--- src/rtl/rtc_reg_pkg.sv ---
package rtc_reg_pkg;
  localparam int REG_LAST  = 18;
  localparam int TIME_BYTES = 7;
  localparam int CFG_FIRST = 7;
  localparam int CFG_LAST  = 16;
  localparam int TEMP_BITS = 10;

  // writable / readable bits per register address
  function automatic logic [7:0] reg_mask(input int unsigned a);
    case (a)
      0, 1, 2: reg_mask = 8'h7F;
      3:       reg_mask = 8'h07;
      4:       reg_mask = 8'h3F;
      5:       reg_mask = 8'h9F;
      14:      reg_mask = 8'hE7;
      15:      reg_mask = 8'h8B;
      default: reg_mask = 8'hFF;
    endcase
  endfunction
endpackage

--- src/rtl/rtc_ptr.sv ---
module rtc_ptr #(
  parameter int AW   = 5,
  parameter int LAST = 18
) (
  input  logic          clk_i,
  input  logic          rst_ni,
  input  logic          set_i,
  input  logic [AW-1:0] set_val_i,
  input  logic          step_i,
  output logic [AW-1:0] ptr_o,
  output logic          wrap_o
);
  localparam logic [AW-1:0] LAST_A = AW'(LAST);

  logic [AW-1:0] ptr_q;

  assign wrap_o = step_i && (ptr_q == LAST_A);
  assign ptr_o  = ptr_q;

  always_ff @(posedge clk_i or negedge rst_ni) begin
    if (!rst_ni)     ptr_q <= '0;
    else if (set_i)  ptr_q <= set_val_i;
    else if (wrap_o) ptr_q <= '0;
    else if (step_i) ptr_q <= ptr_q + AW'(1);
  end
endmodule

--- src/rtl/rtc_snap.sv ---
module rtc_snap
  import rtc_reg_pkg::*;
#(
  parameter int NB = 7
) (
  input  logic            clk_i,
  input  logic            rst_ni,
  input  logic            cap_i,
  input  logic [NB*8-1:0] live_i,
  output logic [NB*8-1:0] snap_o
);
  for (genvar g = 0; g < NB; g++) begin : g_byte
    localparam logic [7:0] MSK = reg_mask(g);
    logic [7:0] q;
    always_ff @(posedge clk_i or negedge rst_ni) begin
      if (!rst_ni)    q <= '0;
      else if (cap_i) q <= live_i[g*8 +: 8] & MSK;
    end
    assign snap_o[g*8 +: 8] = q;
  end
endmodule

--- src/rtl/rtc_cfg_regs.sv ---
module rtc_cfg_regs
  import rtc_reg_pkg::*;
#(
  parameter int AW = 5,
  parameter int LO = 7,
  parameter int HI = 16,
  localparam int N = HI - LO + 1
) (
  input  logic           clk_i,
  input  logic           rst_ni,
  input  logic           we_i,
  input  logic [AW-1:0]  addr_i,
  input  logic [7:0]     wdata_i,
  output logic [N*8-1:0] regs_o
);
  for (genvar g = 0; g < N; g++) begin : g_reg
    localparam logic [AW-1:0] A   = AW'(LO + g);
    localparam logic [7:0]    MSK = reg_mask(LO + g);
    logic [7:0] q;
    always_ff @(posedge clk_i or negedge rst_ni) begin
      if (!rst_ni)                   q <= '0;
      else if (we_i && addr_i == A)  q <= wdata_i & MSK;
    end
    assign regs_o[g*8 +: 8] = q;
  end
endmodule

--- src/rtl/rtc_reg_access.sv ---
module rtc_reg_access
  import rtc_reg_pkg::*;
#(
  parameter int LAST_ADDR = REG_LAST,
  parameter int TIME_N    = TIME_BYTES,
  parameter int CFG_LO    = CFG_FIRST,
  parameter int CFG_HI    = CFG_LAST,
  parameter int TEMP_W    = TEMP_BITS,
  localparam int AW       = $clog2(LAST_ADDR + 1),
  localparam int IW       = $clog2(TIME_N)
) (
  input  logic                clk_i,
  input  logic                rst_ni,
  input  logic                start_i,
  input  logic                addr_wr_i,
  input  logic [AW-1:0]       addr_i,
  input  logic                data_wr_i,
  input  logic [7:0]          wdata_i,
  input  logic                data_rd_i,
  output logic [7:0]          rdata_o,
  input  logic [TIME_N*8-1:0] time_live_i,
  input  logic [TEMP_W-1:0]   temp_i,
  output logic                time_wr_o,
  output logic [IW-1:0]       time_idx_o,
  output logic [7:0]          time_wdata_o,
  output logic                presc_clr_o,
  output logic [7:0]          ctrl_o,
  output logic [7:0]          stat_o,
  output logic [7:0]          aging_o
);
  localparam int CFG_N = CFG_HI - CFG_LO + 1;
  localparam logic [AW-1:0] LAST_A = AW'(LAST_ADDR);
  localparam logic [AW-1:0] TIME_A = AW'(TIME_N);
  localparam logic [AW-1:0] CLO_A  = AW'(CFG_LO);
  localparam logic [AW-1:0] CHI_A  = AW'(CFG_HI);
  localparam logic [AW-1:0] TMSB_A = AW'(CFG_HI + 1);
  localparam logic [AW-1:0] TLSB_A = AW'(CFG_HI + 2);

  logic          do_set, do_wr, do_rd, step, wrap, cap;
  logic [AW-1:0] ptr;
  logic [TIME_N*8-1:0] snap;
  logic [CFG_N*8-1:0]  cfg;
  logic [7:0]          wmask;

  // single event per cycle, START first
  assign do_set = !start_i && addr_wr_i && (addr_i <= LAST_A);
  assign do_wr  = !start_i && !addr_wr_i && data_wr_i;
  assign do_rd  = !start_i && !addr_wr_i && !data_wr_i && data_rd_i;
  assign step   = do_wr || do_rd;
  assign cap    = start_i || wrap;

  rtc_ptr #(.AW(AW), .LAST(LAST_ADDR)) u_ptr (
    .clk_i, .rst_ni,
    .set_i(do_set), .set_val_i(addr_i), .step_i(step),
    .ptr_o(ptr), .wrap_o(wrap)
  );

  rtc_snap #(.NB(TIME_N)) u_snap (
    .clk_i, .rst_ni, .cap_i(cap), .live_i(time_live_i), .snap_o(snap)
  );

  rtc_cfg_regs #(.AW(AW), .LO(CFG_LO), .HI(CFG_HI)) u_cfg (
    .clk_i, .rst_ni,
    .we_i(do_wr && ptr >= CLO_A && ptr <= CHI_A),
    .addr_i(ptr), .wdata_i(wdata_i), .regs_o(cfg)
  );

  always_comb begin
    wmask = 8'hFF;
    for (int i = 0; i < TIME_N; i++)
      if (ptr == AW'(i)) wmask = reg_mask(i);
  end

  assign time_wr_o    = do_wr && (ptr < TIME_A);
  assign time_idx_o   = ptr[IW-1:0];
  assign time_wdata_o = wdata_i & wmask;
  assign presc_clr_o  = time_wr_o;

  always_comb begin
    rdata_o = '0;
    for (int i = 0; i < TIME_N; i++)
      if (ptr == AW'(i)) rdata_o = snap[i*8 +: 8];
    for (int i = 0; i < CFG_N; i++)
      if (ptr == AW'(CFG_LO + i)) rdata_o = cfg[i*8 +: 8];
    if (ptr == TMSB_A) rdata_o = temp_i[TEMP_W-1 -: 8];
    if (ptr == TLSB_A) rdata_o = {temp_i[TEMP_W-9:0], {(16-TEMP_W){1'b0}}};
  end

  assign ctrl_o  = cfg[(CFG_HI-2-CFG_LO)*8 +: 8];
  assign stat_o  = cfg[(CFG_HI-1-CFG_LO)*8 +: 8];
  assign aging_o = cfg[(CFG_HI-CFG_LO)*8 +: 8];
endmodule

--- config.mk ---
export PLATFORM = sky130hd
export DESIGN_NAME = rtc_reg_access
export DESIGN_NICKNAME = d
export VERILOG_FILES = /design/src/rtl/rtc_reg_pkg.sv /design/src/rtl/rtc_ptr.sv /design/src/rtl/rtc_snap.sv /design/src/rtl/rtc_cfg_regs.sv /design/src/rtl/rtc_reg_access.sv
export SDC_FILE = /design/constraint.sdc
export NUM_CORES = 1
export LEC_CHECK = 0
export ABC_CLOCK_PERIOD_IN_PS = 4000
export CAP_MARGIN = 10
export CORE_MARGIN = 4
export CORE_UTILIZATION = 45
export CTS_CLUSTER_SIZE = 14
export DETAILED_ROUTE_END_ITERATION = 12
export PLACE_DENSITY = 0.81
export SYNTH_ARGS = -nofsm -noshare
export SYNTH_HDL_FRONTEND = slang
export SYNTH_HIERARCHICAL = 1
export SYNTH_SLANG_ARGS = --single-unit
export TNS_END_PERCENT = 50
--- constraint.sdc ---
create_clock -name clk_i -period 4 [get_ports clk_i]
set_clock_uncertainty 0.1 [all_clocks]
set_input_delay 0.8 -clock clk_i [delete_from_list [all_inputs] [get_ports clk_i]]
set_output_delay 0.8 -clock clk_i [all_outputs]
set_load 0.1 [all_outputs]
==> impl_results.html, run 1 <==
<table>
<tr><th>Metric</th><th>Value</th></tr>
<tr><th colspan="2">Routing</th></tr>
<tr><td>Total routed wirelength</td><td>19.9 mm</td></tr>
<tr><td>Number of violations reported at the end of detailed-routing iteration 0</td><td>approximately 450</td></tr>
<tr><td>Average via count per standard cell</td><td>around 5.8</td></tr>
<tr><td>Wire length per cell</td><td>between 20 and 25 um</td></tr>
<tr><td>Iteration count of the initial detailed-routing pass</td><td>8</td></tr>
<tr><td>Vias after detailed routing</td><td>5566</td></tr>
<tr><td>Drt drc</td><td>0</td></tr>
<tr><td>Remaining antenna violation count</td><td>0</td></tr>
<tr><th colspan="2">Worst setup path</th></tr>
<tr><td>Worst setup EP type</td><td>primary output</td></tr>
<tr><td>Worst path max stage delay</td><td>about 0.62 ns</td></tr>
<tr><td>CP Data Arrival Time</td><td>2.89 ns</td></tr>
<tr><td>Cell with the largest stage delay on the worst path</td><td>sky130_fd_sc_hd__dfrtp_1</td></tr>
<tr><td>Dominant delay contributor by cell family on the critical path</td><td>compound AO/OA/AOI/OAI gates</td></tr>
<tr><td>End of the worst register-to-register path</td><td>u_cfg/g_reg[4].q[2]</td></tr>
<tr><td>Startpoint type of the worst setup path</td><td>flip-flop</td></tr>
<tr><td>Max FO, Critical Path</td><td>18</td></tr>
<tr><td>Cell Chain, Critical Path</td><td>buf_4 -&gt; or2_1 -&gt; a21oi_1 -&gt; o21ai_0 -&gt; nor4b_1 -&gt; a221oi_2 -&gt; buf_12</td></tr>
<tr><td>CP Capture Point</td><td>rdata_o[1]</td></tr>
<tr><td>Critical path required time</td><td>~3.1 ns</td></tr>
<tr><td>Critical path depth in cells</td><td>7</td></tr>
<tr><td>R2R depth</td><td>8</td></tr>
<tr><td>CP Class</td><td>flip-flop to primary output</td></tr>
<tr><td>Reg-to-reg startpoint</td><td>u_ptr/ptr_o[2]</td></tr>
<tr><td>R2R Setup Slk</td><td>approximately 0.55 ns</td></tr>
<tr><td>Critical path startpoint</td><td>u_ptr/ptr_o[4]</td></tr>
<tr><td>Worst path bufs/invs</td><td>2</td></tr>
<tr><th colspan="2">Layout</th></tr>
<tr><td>Antenna diode count</td><td>0</td></tr>
<tr><td>Fill cells</td><td>approximately 1400</td></tr>
<tr><td>Area taken by flip-flops and latches</td><td>3080 sq um</td></tr>
<tr><td>Area occupied by multi-input gates</td><td>approximately 3800 sq um</td></tr>
<tr><td>Layout cells sized above 1</td><td>0.300</td></tr>
<tr><td>Nets@finish</td><td>roughly 830</td></tr>
<tr><td>Area growth syn-to-layout</td><td>23.8%</td></tr>
<tr><td>Util after Layout</td><td>0.571</td></tr>
<tr><th colspan="2">STA</th></tr>
<tr><td>Unrepaired setup endpoints after global routing</td><td>false</td></tr>
<tr><td>Accumulated negative setup slack</td><td>0 ns</td></tr>
<tr><td>Final worst path period share</td><td>0.947</td></tr>
<tr><td>Hold Violations, Final</td><td>0</td></tr>
<tr><td>Total count of max-transition violations in the final report</td><td>0</td></tr>
<tr><td>Transition time of the tightest slew-check pin</td><td>0.979 ns</td></tr>
<tr><td>Slew HR</td><td>0.345</td></tr>
<tr><td>Post-route minimum period</td><td>about 3.8 ns</td></tr>
<tr><td>Maximum clock frequency</td><td>0.264 GHz</td></tr>
<tr><td>Number of setup violations in the final report</td><td>0</td></tr>
<tr><th colspan="2">Synth</th></tr>
<tr><td>Number of different library cells in the post-synthesis netlist</td><td>~90</td></tr>
<tr><td>Simple logic cell fraction of the synthesized area</td><td>0.136</td></tr>
<tr><td>Top cell type's share of synthesized area</td><td>0.417</td></tr>
<tr><td>Post-synthesis share of cell area spent on xor and xnor gates</td><td>0.00119</td></tr>
<tr><td>Avg Synthesized Cell Area</td><td>roughly 12 sq um</td></tr>
<tr><td>Cell types with the largest area share after synthesis</td><td>sky130_fd_sc_hd__dfrtp_1 (42%), sky130_fd_sc_hd__mux2_2 (11%), sky130_fd_sc_hd__mux2_4 (9.8%)</td></tr>
<tr><td>Main synth FF type</td><td>sky130_fd_sc_hd__dfrtp_1</td></tr>
<tr><td>Adder and majority cell fraction of the synthesized area</td><td>0.00339</td></tr>
<tr><td>Most instantiated cells after synthesis</td><td>sky130_fd_sc_hd__dfrtp_1 (123), sky130_fd_sc_hd__mux2_2 (71), sky130_fd_sc_hd__mux2_4 (48)</td></tr>
<tr><td>Number of enable flip-flop cells after synthesis</td><td>0</td></tr>
<tr><td>Count of yosys warnings during synthesis</td><td>6</td></tr>
<tr><td>Synthesized flop and latch total</td><td>approximately 120</td></tr>
<tr><td>Async set-or-reset flop fraction in the synthesized netlist</td><td>1.00</td></tr>
<tr><td>Combinational family with the most area after synthesis</td><td>multiplexers</td></tr>
<tr><td>Sequential fraction of the synthesis area</td><td>0.417</td></tr>
<tr><td>Most common cell in the synthesized netlist</td><td>sky130_fd_sc_hd__dfrtp_1</td></tr>
<tr><td>Synth Cell Area</td><td>7380 sq um</td></tr>
<tr><td>Mux share of post-synthesis cell area</td><td>0.233</td></tr>
<tr><td>Share of the synthesized area in compound gates (AO/OA/AOI/OAI)</td><td>0.126</td></tr>
<tr><td>Library cell with the largest summed area after synthesis</td><td>sky130_fd_sc_hd__dfrtp_1</td></tr>
<tr><td>Post-synthesis cell count</td><td>639</td></tr>
<tr><th colspan="2">Clocking</th></tr>
<tr><td>H-tree level count</td><td>4</td></tr>
<tr><td>Root buffer cell</td><td>sky130_fd_sc_hd__clkbuf_16</td></tr>
<tr><td>Reg clk slew, reported paths</td><td>0.05 ns</td></tr>
<tr><td>CTS tree</td><td>yes</td></tr>
<tr><td>Worst-Skew Late Latency</td><td>about 0.41 ns</td></tr>
<tr><td>Buffer levels on the longest clock path</td><td>2</td></tr>
<tr><td>Inserted Clock Buffers</td><td>17</td></tr>
<tr><td>Clock net sink count</td><td>123</td></tr>
<tr><td>Setup repair bufs after CTS</td><td>0</td></tr>
<tr><th colspan="2">Die</th></tr>
<tr><td>Die outline width</td><td>136 um</td></tr>
<tr><td>Die H</td><td>between 100 and 150 um</td></tr>
<tr><td>Starting density of the core</td><td>0.461</td></tr>
<tr><td>Core region area</td><td>between 15000 and 20000 sq um</td></tr>
<tr><td>Placement row count</td><td>between 40 and 50</td></tr>
<tr><td>Number of top-level pins</td><td>130</td></tr>
<tr><td>Die ar.</td><td>between 15000 and 20000 sq um</td></tr>
<tr><th colspan="2">Pwr</th></tr>
<tr><td>Part of the total power dissipated in combinational logic</td><td>0.418</td></tr>
<tr><td>Share of total power in sequential cells</td><td>0.312</td></tr>
<tr><td>Net switching fraction of the power</td><td>0.391</td></tr>
<tr><td>Maximum vdd ir drop</td><td>0.315 mV</td></tr>
<tr><td>Total power</td><td>5260 uW</td></tr>
<tr><td>Power Dens Cells</td><td>just under 600 nW/um^2</td></tr>
<tr><td>Switching power total</td><td>around 2000 uW</td></tr>
<tr><td>Leakage power figure</td><td>0.00406 uW</td></tr>
<tr><td>Internal Dissipation</td><td>between 3000 and 4000 uW</td></tr>
<tr><td>Clock network fraction of design power</td><td>0.269</td></tr>
<tr><th colspan="2">Global routing</th></tr>
<tr><td>Via count of the first global-routing pass</td><td>around 5800</td></tr>
<tr><td>Initial antenna violation count</td><td>0</td></tr>
<tr><td>GRT Resource Usage Total</td><td>0.218</td></tr>
<tr><td>Remaining global-route overflow</td><td>0</td></tr>
<tr><td>First-pass GRT wire length</td><td>between 30 and 40 mm</td></tr>
<tr><td>Largest net degree at the start of global routing</td><td>49</td></tr>
<tr><th colspan="2">Placed design</th></tr>
<tr><td>Port bufs</td><td>111</td></tr>
<tr><td>Half-perimeter wire length after detailed placement</td><td>about 14 mm</td></tr>
<tr><td>Global placement routability congestion</td><td>0.852</td></tr>
<tr><th colspan="2">Min path</th></tr>
<tr><td>Worst hold-check path type</td><td>primary input to asynchronous set/reset pin</td></tr>
<tr><th colspan="2">Job</th></tr>
<tr><td>Count of max-cap constraint violations</td><td>0</td></tr>
<tr><th colspan="2">Status</th></tr>
<tr><td>Run status</td><td>complete, no violations</td></tr>
</table>
==> power groups by stage <==
stage | Combinational, uW | Clock [uW] | Sequential [uW]
2_1_floorplan | 1470 | 0 | 1750
3_3_place_gp | 2150 | 0 | 1650
3_5_place_dp | 2180 | 0 | 1660
4_1_cts | 2190 | 1430 | 1640
5_1_grt | 2310 | 1490 | 1670
6_report | 2200 | 1420 | 1640
==> final cells by class <==
cell class              instances  area share
multi-input cells             449       0.413
flip-flops and latches        123       0.338
repair buffers                138       0.156
clock buffers                  24      0.0549
well taps                     216      0.0296
inverters                      12     0.00493
clock inverters                 3     0.00438
==> cells by family (layout without fill, tap and decap cells) <==
logic type | Yosys count | count (layout)
AND/OR/NAND/NOR | 156 | 156
other | 2 | 18
flip-flops | 123 | 123
adder cells (fa/ha/maj) | 2 | 2
XOR/XNOR | 1 | 1
buffers and inverters | 83 | 177
multiplexers | 138 | 138
AO/OA/AOI/OAI | 134 | 134
==> layer usage <==
layer | track usage | up-vias | share of wire | wire length, um
met4 | 0.0890 | 0 | 0.033 | 648
met2 | 0.353 | 220 | 0.48 | 9450
met5 | 0 | - | 0 | 0
met1 | 0.279 | 2775 | 0.42 | 8410
met3 | 0.0566 | 53 | 0.069 | 1370
li1 | - | 2518 | - | -
==> cells in the final DEF, fill, tap and decap left out, drive strengths merged, types with 6 or more instances in the layout <==
cell type,n
nor2b,17
buf,49
o21ai,26
nand3b,7
a31oi,7
nor3,18
nor3b,6
nand2b,14
nand2,25
conb,18
clkbuf,24
clkdlybuf4s50,89
nand4,6
inv,12
mux2i,14
dfrtp,123
mux2,124
o21a,6
nor2,27
a21oi,31
==> per-stage QoR <==
step	std cells	hold slack [ns]	instance area (sq um)	setup WS, ns
6_report	965	0.296	9130	0.212
5_1_grt	965	0.334	9130	0.100
4_1_cts	965	0.309	9130	0.0851
3_5_place_dp	938	0.383	8590	0.532
3_3_place_gp	938	0.377	8590	0.580
2_1_floorplan	655	0.364	7450	-0.379
==> worst min-delay path by stage <==
stage / startpoint / endpoint / slack (ns) / depth (start not counted)
detailed placement: u_cfg/g_reg[0].q[3] / u_cfg/g_reg[0].q[3] / 0.38 / 1
CTS: rst_ni / u_snap/g_byte[4].q[3] / 0.31 / 1
global placement: u_cfg/g_reg[0].q[3] / u_cfg/g_reg[0].q[3] / 0.38 / 1
floorplan: u_cfg/g_reg[0].q[5] / u_cfg/g_reg[0].q[5] / 0.36 / 1
finish: rst_ni / u_snap/g_byte[4].q[4] / 0.30 / 1
global route: rst_ni / u_snap/g_byte[4].q[3] / 0.33 / 1
==> sequential cells by signal, summed over array words and instances, names as in the netlist <==
name / cells
u_cfg/g.q: 74
u_ptr/ptr_o: 5
u_snap/g_byte.q: 44
==> what timing repair did <==
action | CTS | global route
endpoints found under the hold margin | 0 | 0
hold buffers | 0 | 0
endpoints found under the setup margin | 0 | 2
resized for setup | 0 | 2
Power figures use the tool's default switching activity.
==> run 2, diff against run 1 <==
--- a/config.mk
+++ b/config.mk
@@ -11,9 +11,8 @@
 export CORE_UTILIZATION = 45
 export CTS_CLUSTER_SIZE = 14
 export DETAILED_ROUTE_END_ITERATION = 12
-export PLACE_DENSITY = 0.81
+export PLACE_DENSITY = 0.82
 export SYNTH_ARGS = -nofsm -noshare
 export SYNTH_HDL_FRONTEND = slang
-export SYNTH_HIERARCHICAL = 1
 export SYNTH_SLANG_ARGS = --single-unit
 export TNS_END_PERCENT = 50
==> run 2 against run 1 <==
Largest power group unchanged. Total power grew 14%. Critical path type unchanged. First-iteration DRC count rose by 19%. Sequential share of layout area is 0.15 points higher. Highest routed layer unchanged. Sequential power is 4% higher. Register-to-register slack improved by 0.56 ns. Via count increased by 5.5%. Setup slack lost 0.19 ns. Largest cell class unchanged. Core utilization increased by 2.9 points.
==> impl_results.html, run 2 <==
<table>
<tr><th>Metric</th><th>Value</th></tr>
<tr><th colspan="2">Pwr</th></tr>
<tr><td>Power Dens Cells</td><td>between 600 and 700 nW/um^2</td></tr>
<tr><td>Maximum vdd ir drop</td><td>between 0.3 and 0.4 mV</td></tr>
<tr><td>Total power</td><td>approximately 6000 uW</td></tr>
<tr><td>Leakage power figure</td><td>around 0.0039 uW</td></tr>
<tr><th colspan="2">STA</th></tr>
<tr><td>Accumulated negative setup slack</td><td>0 ns</td></tr>
<tr><td>Final worst path period share</td><td>0.994</td></tr>
<tr><td>Number of setup violations in the final report</td><td>0</td></tr>
<tr><td>Transition time of the tightest slew-check pin</td><td>1.00 ns</td></tr>
<tr><td>Hold Violations, Final</td><td>0</td></tr>
<tr><td>Unrepaired setup endpoints after global routing</td><td>true</td></tr>
<tr><td>Maximum clock frequency</td><td>0.251 GHz</td></tr>
<tr><td>Post-route minimum period</td><td>~4.0 ns</td></tr>
<tr><td>Slew HR</td><td>0.331</td></tr>
<tr><td>Total count of max-transition violations in the final report</td><td>0</td></tr>
<tr><th colspan="2">Synth</th></tr>
<tr><td>Number of different library cells in the post-synthesis netlist</td><td>70</td></tr>
<tr><td>Synth Cell Area</td><td>between 6000 and 7000 sq um</td></tr>
<tr><td>Most common cell in the synthesized netlist</td><td>sky130_fd_sc_hd__dfrtp_1</td></tr>
<tr><td>Library cell with the largest summed area after synthesis</td><td>sky130_fd_sc_hd__dfrtp_1</td></tr>
<tr><td>Post-synthesis cell count</td><td>between 600 and 700</td></tr>
<tr><td>Number of enable flip-flop cells after synthesis</td><td>0</td></tr>
<tr><td>Count of yosys warnings during synthesis</td><td>0</td></tr>
<tr><td>Top cell type's share of synthesized area</td><td>0.445</td></tr>
<tr><td>Avg Synthesized Cell Area</td><td>10.7 sq um</td></tr>
<tr><td>Sequential fraction of the synthesis area</td><td>0.445</td></tr>
<tr><td>Cell types with the largest area share after synthesis</td><td>sky130_fd_sc_hd__dfrtp_1 (45%), sky130_fd_sc_hd__mux2_2 (19%), sky130_fd_sc_hd__buf_4 (3.5%)</td></tr>
<tr><td>Most instantiated cells after synthesis</td><td>sky130_fd_sc_hd__dfrtp_1 (123), sky130_fd_sc_hd__mux2_2 (119), sky130_fd_sc_hd__a21oi_1 (41)</td></tr>
<tr><td>Synthesized flop and latch total</td><td>roughly 120</td></tr>
<tr><td>Async set-or-reset flop fraction in the synthesized netlist</td><td>1.00</td></tr>
<tr><td>Main synth FF type</td><td>sky130_fd_sc_hd__dfrtp_1</td></tr>
<tr><th colspan="2">Global routing</th></tr>
<tr><td>GRT Resource Usage Total</td><td>0.240</td></tr>
<tr><td>Remaining global-route overflow</td><td>0</td></tr>
<tr><td>Initial antenna violation count</td><td>1</td></tr>
<tr><td>Via count of the first global-routing pass</td><td>just under 6000</td></tr>
<tr><td>Met2 global-route usage</td><td>0.367</td></tr>
<tr><td>First-pass GRT wire length</td><td>roughly 33 mm</td></tr>
<tr><td>Most congested layer reported by global routing</td><td>met2</td></tr>
<tr><td>Grt met1 use</td><td>0.324</td></tr>
<tr><td>Met3 capacity usage during global routing</td><td>0.0687</td></tr>
<tr><td>Largest net degree at the start of global routing</td><td>between 60 and 70</td></tr>
<tr><th colspan="2">Worst setup path</th></tr>
<tr><td>Max FO, Critical Path</td><td>7</td></tr>
<tr><td>CP Class</td><td>flip-flop to primary output</td></tr>
<tr><td>CP Data Arrival Time</td><td>around 3 ns</td></tr>
<tr><td>Critical path required time</td><td>between 3 and 4 ns</td></tr>
<tr><td>Worst setup EP type</td><td>primary output</td></tr>
<tr><td>Startpoint type of the worst setup path</td><td>flip-flop</td></tr>
<tr><th colspan="2">Placed design</th></tr>
<tr><td>Cells after DPL</td><td>911</td></tr>
<tr><td>Half-perimeter wire length after detailed placement</td><td>around 15 mm</td></tr>
<tr><td>Port bufs</td><td>between 100 and 150</td></tr>
<tr><td>Global placement routability congestion</td><td>between 1 and 1.5</td></tr>
<tr><th colspan="2">Die</th></tr>
<tr><td>Number of top-level pins</td><td>130</td></tr>
<tr><td>Placement row count</td><td>45</td></tr>
<tr><td>Core region area</td><td>15100 sq um</td></tr>
<tr><td>Die outline width</td><td>approximately 130 um</td></tr>
<tr><td>Die H</td><td>around 130 um</td></tr>
<tr><td>Starting density of the core</td><td>0.456</td></tr>
<tr><td>Die ar.</td><td>approximately 17000 sq um</td></tr>
<tr><th colspan="2">Layout</th></tr>
<tr><td>Area growth syn-to-layout</td><td>31.4%</td></tr>
<tr><td>Count of placed standard cells in the final layout, fillers left out</td><td>944</td></tr>
<tr><td>Max FFs per register</td><td>74</td></tr>
<tr><td>Most frequent cells in the layout</td><td>sky130_fd_sc_hd__dfrtp_1 (121), sky130_fd_sc_hd__mux2_2 (119), sky130_fd_sc_hd__clkdlybuf4s50_1 (91)</td></tr>
<tr><td>Biggest register</td><td>u_cfg.g.q</td></tr>
<tr><td>Fill cells</td><td>between 1000 and 1500</td></tr>
<tr><td>Area occupied by multi-input gates</td><td>between 3000 and 4000 sq um</td></tr>
<tr><td>Area taken by flip-flops and latches</td><td>about 3100 sq um</td></tr>
<tr><td>Layout cells sized above 1</td><td>0.334</td></tr>
<tr><td>Nets@finish</td><td>833</td></tr>
<tr><td>Most common cell after layout, fill and taps aside</td><td>sky130_fd_sc_hd__dfrtp_1</td></tr>
<tr><th colspan="2">Clocking</th></tr>
<tr><td>Inserted Clock Buffers</td><td>17</td></tr>
<tr><td>H-tree level count</td><td>4</td></tr>
<tr><td>Hold_buf cts</td><td>0</td></tr>
<tr><td>Clock net sink count</td><td>about 120</td></tr>
<tr><td>Worst-Skew Late Latency</td><td>about 0.4 ns</td></tr>
<tr><td>Reg clk slew, reported paths</td><td>approximately 0.060 ns</td></tr>
<tr><td>Root buffer cell</td><td>sky130_fd_sc_hd__clkbuf_16</td></tr>
<tr><td>CTS tree</td><td>yes</td></tr>
<tr><td>Buffer levels on the longest clock path</td><td>2</td></tr>
<tr><th colspan="2">Min path</th></tr>
<tr><td>Worst hold-check path type</td><td>primary input to asynchronous set/reset pin</td></tr>
<tr><th colspan="2">Routing</th></tr>
<tr><td>Average via count per standard cell</td><td>6.22</td></tr>
<tr><td>Iteration count of the initial detailed-routing pass</td><td>5</td></tr>
<tr><td>Total routed wirelength</td><td>~21 mm</td></tr>
<tr><td>Number of violations reported at the end of detailed-routing iteration 0</td><td>between 500 and 600</td></tr>
<tr><td>Vias after detailed routing</td><td>a little under 6000</td></tr>
<tr><td>Remaining antenna violation count</td><td>0</td></tr>
<tr><td>Wire length per cell</td><td>between 20 and 25 um</td></tr>
<tr><td>Drt drc</td><td>0</td></tr>
<tr><th colspan="2">Status</th></tr>
<tr><td>Run status</td><td>complete, no violations</td></tr>
<tr><th colspan="2">Job</th></tr>
<tr><td>Count of max-cap constraint violations</td><td>0</td></tr>
</table>
[run 2: logic make-up after synthesis]
kind of cell	share of synthesized area
adders and majority gates	0.00905
buffers and inverters	0.0710
and+or+nand+nor	0.132
DFF	0.445
muxes	0.200
AOI/OAI and AO/OA	0.142
other	0.000543
[run 2: layer usage]
metal	share of wire	wire [um]
met5	0	0
met4	0.034	717
met3	0.096	2050
met2	0.46	9870
met1	0.41	8650
[run 2: final cells by class]
| type | instances | area share |
|---|---|---|
| clock inverters | 7 | 0.0153 |
| well taps | 188 | 0.0259 |
| flip-flops and latches | 123 | 0.339 |
| diodes | 1 | 0.000275 |
| inverters | 13 | 0.00579 |
| multi-input cells | 434 | 0.391 |
| repair buffers | 154 | 0.171 |
| clock buffers | 24 | 0.0519 |
[run 2: worst paths after layout]
path | startpoint | end | slack, ns | cells after the start
setup / recovery | u_ptr.ptr_o[1] | rdata_o[1] | 0.02 | 9
hold / removal | rst_ni | u_cfg.g_reg[9].q[7] | 0.37 | 1
setup reg to reg | u_ptr.ptr_o[1] | u_cfg.g_reg[7].q[6] | 1.11 | 7
hold reg to reg | u_cfg.g_reg[1].q[5] | u_cfg.g_reg[1].q[5] | 0.39 | 1
max in group asynchronous | rst_ni | u_cfg.g_reg[2].q[3] | 2.62 | 2
min in group clk_i | u_cfg.g_reg[1].q[5] | u_cfg.g_reg[1].q[5] | 0.39 | 1
[run 2: power breakdown]
group	switching, uW	internal (uW)
Combinational	1720	980
Sequential	200	1500
Clock	545	1070
[run 2: repair_timing]
| item | 4_1_cts | 5_1_grt |
|---|---|---|
| buffers inserted | 0 | 1 |
| pin swaps | 1 | 2 |
| gates resized for setup | 16 | 18 |
| endpoints found under the setup margin | 6 | 8 |
[run 2: stage by stage]
stage	worst slack (ns)	util	area, sq um	hold WS, ns
finish	0.0227	0.600	9080	0.368
global route	-0.0259	0.600	9080	0.422
CTS	-0.0375	0.593	8980	0.396
detailed placement	0.239	0.549	8310	0.385
global placement	0.269	0.549	8310	0.378
floorplan	-0.502	-	6960	0.370
[run 2: critical path, stage by stage (launching register included)]
cell	delay, ns
sky130_fd_sc_hd__dfrtp_2	0.45
sky130_fd_sc_hd__inv_2	0.10
sky130_fd_sc_hd__ha_4	0.20
sky130_fd_sc_hd__and2_1	0.19
sky130_fd_sc_hd__o21ai_0	0.31
sky130_fd_sc_hd__o221ai_1	0.21
sky130_fd_sc_hd__or3b_2	0.50
sky130_fd_sc_hd__a31o_2	0.28
sky130_fd_sc_hd__a31oi_4	0.22
sky130_fd_sc_hd__buf_12	0.20
==> run 3, diff against run 2 <==
--- a/config.mk
+++ b/config.mk
@@ -12,6 +12,7 @@
 export CTS_CLUSTER_SIZE = 14
 export DETAILED_ROUTE_END_ITERATION = 12
 export PLACE_DENSITY = 0.82
+export SLEW_MARGIN = 20
 export SYNTH_ARGS = -nofsm -noshare
 export SYNTH_HDL_FRONTEND = slang
 export SYNTH_SLANG_ARGS = --single-unit
==> results of run 3 <==
Final layout, timing and power as in run 2 (identical DEF).
